--- config.mk ---
export PLATFORM = sky130hd
export DESIGN_NAME = pteg_addr_gen
export DESIGN_NICKNAME = d
export VERILOG_FILES = /design/src/rtl/pteg_pkg.sv /design/src/rtl/pteg_hash.sv /design/src/rtl/pteg_cmp.sv /design/src/rtl/pteg_addr_gen.sv
export SDC_FILE = /design/constraint.sdc
export NUM_CORES = 1
export LEC_CHECK = 0
export BUFFER_PORTS_ARGS = -buffer_cell sky130_fd_sc_hd__buf_2
export CORE_MARGIN = 8
export CORE_UTILIZATION = 43
export CTS_BUF_LIST = sky130_fd_sc_hd__clkbuf_4 sky130_fd_sc_hd__clkbuf_8
export DETAILED_ROUTE_END_ITERATION = 8
export PLACE_DENSITY = 0.79
export SYNTH_ARGS = -nofsm -noshare
export SYNTH_HDL_FRONTEND = slang
export SYNTH_SLANG_ARGS = --single-unit
--- constraint.sdc ---
create_clock -name clk -period 1.3 [get_ports clk]
set_input_delay 0.065 -clock clk [delete_from_list [all_inputs] [get_ports clk]]
set_output_delay 0.065 -clock clk [all_outputs]
set_load 0.005 [all_outputs]
--- src/rtl/pteg_pkg.sv ---
package pteg_pkg;
  localparam int unsigned WORD_W   = 32;
  localparam int unsigned VSID_W   = 28;
  localparam int unsigned PAGE_W   = 16;
  localparam int unsigned PAGE_LSB = 12;
  localparam int unsigned GRP_LSB  = 6;
  localparam int unsigned BASE_LSB = 16;
  localparam int unsigned SIZE_W   = 9;
  localparam int unsigned API_W    = 6;

  typedef struct packed {
    logic [WORD_W-1:0] grp_addr;
    logic [WORD_W-1:0] cmp_word;
  } pteg_result_t;
endpackage

--- src/rtl/pteg_hash.sv ---
module pteg_hash #(
  parameter int unsigned WORD_W   = 32,
  parameter int unsigned VSID_W   = 28,
  parameter int unsigned PAGE_W   = 16,
  parameter int unsigned GRP_LSB  = 6,
  parameter int unsigned BASE_LSB = 16,
  parameter int unsigned SIZE_W   = 9
) (
  input  logic [VSID_W-1:0]          vsid,
  input  logic [PAGE_W-1:0]          page,
  input  logic [WORD_W-BASE_LSB-1:0] origin,
  input  logic [SIZE_W-1:0]          size_field,
  input  logic                       secondary,
  output logic [WORD_W-1:0]          grp_addr
);
  localparam logic [WORD_W-1:0] LOW_ONES = (WORD_W'(1) << BASE_LSB) - WORD_W'(1);
  localparam logic [WORD_W-1:0] GRP_ONES = (WORD_W'(1) << GRP_LSB) - WORD_W'(1);
  localparam logic [WORD_W-1:0] FIX_MASK = LOW_ONES & ~GRP_ONES;

  logic [WORD_W-1:0] raw_hash;
  logic [WORD_W-1:0] sel_hash;
  logic [WORD_W-1:0] mask;
  logic [WORD_W-1:0] base;

  always_comb begin
    raw_hash = (WORD_W'(vsid) ^ WORD_W'(page)) << GRP_LSB;
    sel_hash = secondary ? ~raw_hash : raw_hash;
    mask     = (WORD_W'(size_field) << BASE_LSB) | FIX_MASK;
    base     = WORD_W'(origin) << BASE_LSB;
    grp_addr = base | (sel_hash & mask);
  end

  always_comb begin
    a_r6_group_aligned : assert ((grp_addr & GRP_ONES) == '0 || $isunknown(grp_addr));
  end
endmodule

--- src/rtl/pteg_cmp.sv ---
module pteg_cmp #(
  parameter int unsigned WORD_W = 32,
  parameter int unsigned VSID_W = 28,
  parameter int unsigned API_W  = 6
) (
  input  logic [VSID_W-1:0] vsid,
  input  logic [API_W-1:0]  api,
  input  logic              secondary,
  output logic [WORD_W-1:0] cmp_word
);
  localparam int unsigned VSID_POS = API_W + 1;
  localparam logic [WORD_W-1:0] TOP_BIT = WORD_W'(1) << (WORD_W - 1);

  always_comb begin
    cmp_word = TOP_BIT
             | (WORD_W'(vsid) << VSID_POS)
             | (WORD_W'(secondary) << API_W)
             | WORD_W'(api);
  end
endmodule

--- src/rtl/pteg_addr_gen.sv ---
module pteg_addr_gen
  import pteg_pkg::*;
#(
  parameter int unsigned P_WORD_W   = WORD_W,
  parameter int unsigned P_VSID_W   = VSID_W,
  parameter int unsigned P_PAGE_W   = PAGE_W,
  parameter int unsigned P_PAGE_LSB = PAGE_LSB,
  parameter int unsigned P_GRP_LSB  = GRP_LSB,
  parameter int unsigned P_BASE_LSB = BASE_LSB,
  parameter int unsigned P_SIZE_W   = SIZE_W,
  parameter int unsigned P_API_W    = API_W
) (
  input  logic                clk,
  input  logic                rst,
  input  logic                req_valid,
  input  logic [P_WORD_W-1:0] req_ea,
  input  logic [P_WORD_W-1:0] req_seg,
  input  logic [P_WORD_W-1:0] req_tbl,
  input  logic                req_secondary,
  output logic                rsp_valid,
  output logic [P_WORD_W-1:0] rsp_grp_addr,
  output logic [P_WORD_W-1:0] rsp_cmp_word
);
  localparam int unsigned PAGE_MSB = P_PAGE_LSB + P_PAGE_W - 1;
  localparam int unsigned API_LSB  = PAGE_MSB + 1 - P_API_W;

  logic [P_VSID_W-1:0] vsid;
  logic [P_PAGE_W-1:0] page;
  logic [P_API_W-1:0]  api;
  logic [P_WORD_W-1:0] nxt_addr;
  logic [P_WORD_W-1:0] nxt_cmp;
  logic                unused_bits;

  assign vsid = req_seg[P_VSID_W-1:0];
  assign page = req_ea[PAGE_MSB:P_PAGE_LSB];
  assign api  = req_ea[PAGE_MSB:API_LSB];
  assign unused_bits = ^{req_ea, req_seg, req_tbl};

  pteg_hash #(
    .WORD_W(P_WORD_W), .VSID_W(P_VSID_W), .PAGE_W(P_PAGE_W),
    .GRP_LSB(P_GRP_LSB), .BASE_LSB(P_BASE_LSB), .SIZE_W(P_SIZE_W)
  ) u_hash (
    .vsid       (vsid),
    .page       (page),
    .origin     (req_tbl[P_WORD_W-1:P_BASE_LSB]),
    .size_field (req_tbl[P_SIZE_W-1:0]),
    .secondary  (req_secondary),
    .grp_addr   (nxt_addr)
  );

  pteg_cmp #(
    .WORD_W(P_WORD_W), .VSID_W(P_VSID_W), .API_W(P_API_W)
  ) u_cmp (
    .vsid      (vsid),
    .api       (api),
    .secondary (req_secondary),
    .cmp_word  (nxt_cmp)
  );

  always_ff @(posedge clk) begin
    if (rst) begin
      rsp_valid    <= 1'b0;
      rsp_grp_addr <= '0;
      rsp_cmp_word <= '0;
    end else begin
      rsp_valid <= req_valid;
      if (req_valid) begin
        rsp_grp_addr <= nxt_addr;
        rsp_cmp_word <= nxt_cmp;
      end
    end
  end

  a_r2_valid_follows : assert property (@(posedge clk) disable iff (rst)
    req_valid |=> rsp_valid);
  a_r2_single_pulse : assert property (@(posedge clk) disable iff (rst)
    !req_valid |=> !rsp_valid);
  a_r9_hold : assert property (@(posedge clk) disable iff (rst)
    !req_valid |=> ($stable(rsp_grp_addr) && $stable(rsp_cmp_word)));
  a_r7_secondary_flag : assert property (@(posedge clk) disable iff (rst)
    req_valid |=> (rsp_cmp_word[P_API_W] == $past(req_secondary)));
  a_r7_top_bit : assert property (@(posedge clk) disable iff (rst)
    rsp_valid |-> rsp_cmp_word[P_WORD_W-1]);
endmodule

==> impl_results.md <==
* CP Cell Sequence: dlygate4sd3_1, buf_2, xor3_1, a21oi_1, a211oi_1
* Synth warn at 0
* Final global-route overflow total at 0
* Area grow syn2layout at 38.7%
* Die Ht at 91.9 um
* Mapped cell area at 2470 um2
* Io pins at 165
* Mux cell area share after synthesis at 15.4%
* CP endpoint kind: register
* Synth top area share at 47.7%
* R2R setup slack at 0.60 ns
* Placer congestion estimate at 0.722
* Register area at 1180 um2
* Clk pwr share at 34.4%
* Max FO, Critical Path at 2
* TritonCTS Buffers at 9
* Top cells by area, synth: dfxtp_1 (48%), mux2i_1 (15%), nor2_1 (7.4%)
* Number of port buffers at 127
* Sw power at 1.03 mW
* Largest area contributor in the netlist: dfxtp_1
* Slowest stage delay, CP at 0.54 ns
* Sw Share at 25.0%
* Outcome: completed
* Clk pin slew, worst setup/hold paths at 0.07 ns
* Simple-gate share of the synthesized area at 10.2%
* 1st-pass router iterations at 4
* Site row count at 27
* Critical path's slowest cell: dlygate4sd3_1
* CTS tree: built
* CTS sink cnt at 59
* Largest net degree at the start of global routing at 42
* Core ar. at 5540 um2
* Tmin final at 1.17 ns
* Syn_area_per_cell at 10.4 um2
* Main combinational cell family by area after synthesis: multiplexers
* Power per Cell Area at 1200 nW/um2
* Min-delay src: req_seg[22]
* RSZ-0062 raised after global routing: no
* Layout cells sized above 1 at 38.7%
* Slew Viols, Final at 0
* Synthesized flop and latch total at 59
* Clk_skew at 0 ns
* Final Non-Filler Cells at 453
* Placed Cells at 426
* Antenna violations before repair at 1
* Worst-case reg-to-reg path depth at 2
* Vias in the first global route at 2337
* Kind of start point of the critical path: primary input
* GRT Total Usage at 15.8%
* Hold path endpoint: rsp_cmp_word[29]$_SDFFE_PP0P_
* Mean routed wirelength per cell at 14.8 um
* Internal power at 3.09 mW
* R2r startpoint: rsp_grp_addr[18]$_SDFFE_PP0P_
* Max cap viols at 0
* ANT nets after route at 0
* Flop pwr share at 48.3%
* Fmax at 855 MHz
* WL final at 6710 um
* Fin Hold WS at 0.0103 ns
* Setup violators final at 0
* Postcts setup bufs at 0
* Worst r2r dst: rsp_grp_addr[18]$_SDFFE_PP0P_
* Multi-input gate area at 1170 um2
* Hold Crit Depth at 3
* Combinational power share at 17.3%
* Worst-Skew Late Latency at 0.31 ns
* Compound-Gate Fraction of Synth Area at 7.08%
* DRC at 0
* Vias per Instance at 4.68
* Fin. Hold Viols at 0
* Maximum vdd drop at 0.000840 V
* DP Wirelength at 5000 um
* Final period utilization at 89.9%
* Static leakage at 1.79 nW
* Fill cells at 492
* Initial drt markers at 52
* Seq/Total Area, Yosys at 47.7%
* WP data arrival at 1.40 ns
* Vias at 2122
* Nets at 477
* Initial Util at 44.7%
* Max clock buf depth at 2
* Synth cell types at 17
* Hold WC Path Type: primary input to register
* Die Wd at 91.9 um
* Die area at 8440 um2
* Setup TNS at 0 ns
* First-pass GRT wire length at 10900 um
* CP required at 1.53 ns
* Root buf cell: clkbuf_8
* Synth Area in Adders at 0%
* CTS H-tree depth at 3
* Syn Inst Count at 239
* Synth Area in XOR/XNOR at 13.9%
* Critical path class: primary input to register
what timing repair did:
action | in CTS | in global routing
setup endpoints to repair | 0 | 0
endpoints found under the hold margin | 12 | 0
gates resized for setup | 0 | 0
hold buffers | 12 | 0
metrics by stage:
step	power [mW]	worst slack, ns	instance area, um2	utilization [%]
2_1_floorplan	2.42	0.386	2490	-
3_3_place_gp	2.70	0.177	3140	56.7
3_5_place_dp	2.72	0.179	3140	56.7
4_1_cts	4.18	0.145	3430	61.9
5_1_grt	4.33	0.0701	3430	61.9
6_report	4.12	0.131	3430	61.9
power by group through the flow:
stage,logic (mW),registers [mW],clock network [mW]
finish,0.715,1.99,1.42
global route,0.788,2.01,1.54
CTS,0.723,1.99,1.46
detailed placement,0.693,2.03,0
global placement,0.677,2.02,0
floorplan,0.381,2.04,0
registers in the layout, summed over array words and instances (netlist names):
| name | flops |
|---|---|
| rsp_grp_addr | 26 |
| rsp_valid | 1 |
| rsp_cmp_word | 32 |
worst max-delay path, delay by kind of cell:
kind | cells | cell delay (ns)
AOI/OAI and AO/OA | 2 | 0.29
xor gates and xnor gates | 1 | 0.37
buffers and inverters | 2 | 0.67
layout by cell type (no fill, tap or decap), types with 3 or more instances in the layout:
| cell | synthesis | routed |
|---|---|---|
| nor2_1 | 49 | 49 |
| buf_2 | 5 | 127 |
| xor3_1 | 6 | 6 |
| clkinv_2 | 0 | 3 |
| o22ai_1 | 10 | 10 |
| nand2b_1 | 11 | 11 |
| a21oi_1 | 9 | 9 |
| dfxtp_1 | 59 | 59 |
| xor2_1 | 13 | 13 |
| mux2i_1 | 38 | 38 |
| clkbuf_8 | 0 | 11 |
| a211oi_1 | 9 | 9 |
| dlygate4sd3_1 | 0 | 12 |
| buf_4 | 9 | 5 |
| conb_1 | 1 | 6 |
| xnor2_1 | 10 | 10 |
metal layers:
layer	part of all wire (%)	wire, um	GRT usage, %	vias up
li1	-	-	-	1062
met1	39	2590	16.2	968
met2	51	3420	27.4	75
met3	7.0	473	5.38	17
met4	3.3	222	9.26	0
met5	0	0	0	-
synthesized netlist by cell type:
library cell,count
a211oi_1,9
buf_2,5
nor2_1,49
nand2b_1,11
buf_6,1
buf_4,9
mux2i_1,38
o22ai_1,10
inv_1,1
xor2_1,13
dfxtp_1,59
xnor2_1,10
a21oi_1,9
buf_1,1
xor3_1,6
clkbuf_1,7
conb_1,1
worst max path at each step:
| stage | depth (start not counted) | from | end |
|---|---|---|---|
| 2_1_floorplan | 5 | req_valid | rsp_cmp_word[12]$_SDFFE_PP0P_ |
| 3_3_place_gp | 4 | req_secondary | rsp_grp_addr[16]$_SDFFE_PP0P_ |
| 3_5_place_dp | 4 | req_secondary | rsp_grp_addr[16]$_SDFFE_PP0P_ |
| 4_1_cts | 5 | req_ea[26] | rsp_grp_addr[20]$_SDFFE_PP0P_ |
| 5_1_grt | 5 | req_ea[25] | rsp_grp_addr[19]$_SDFFE_PP0P_ |
| 6_report | 5 | req_ea[26] | rsp_grp_addr[20]$_SDFFE_PP0P_ |
final cells by class:
class,count,area share (%)
flip-flops and latches,59,34.4
multi-input cells,161,34.2
repair buffers,145,23.7
clock buffers,11,4.41
well taps,72,2.62
clock inverters,3,0.437
inverters,1,0.109
diodes,1,0.0729
logic make-up after synthesis:
family,after synthesis
AO/OA/AOI/OAI,28
XOR/XNOR,29
buffers and inverters,24
flip-flops,59
multiplexers,38
other,1
AND/OR/NAND/NOR,60
(Power assumes the default switching activity.)
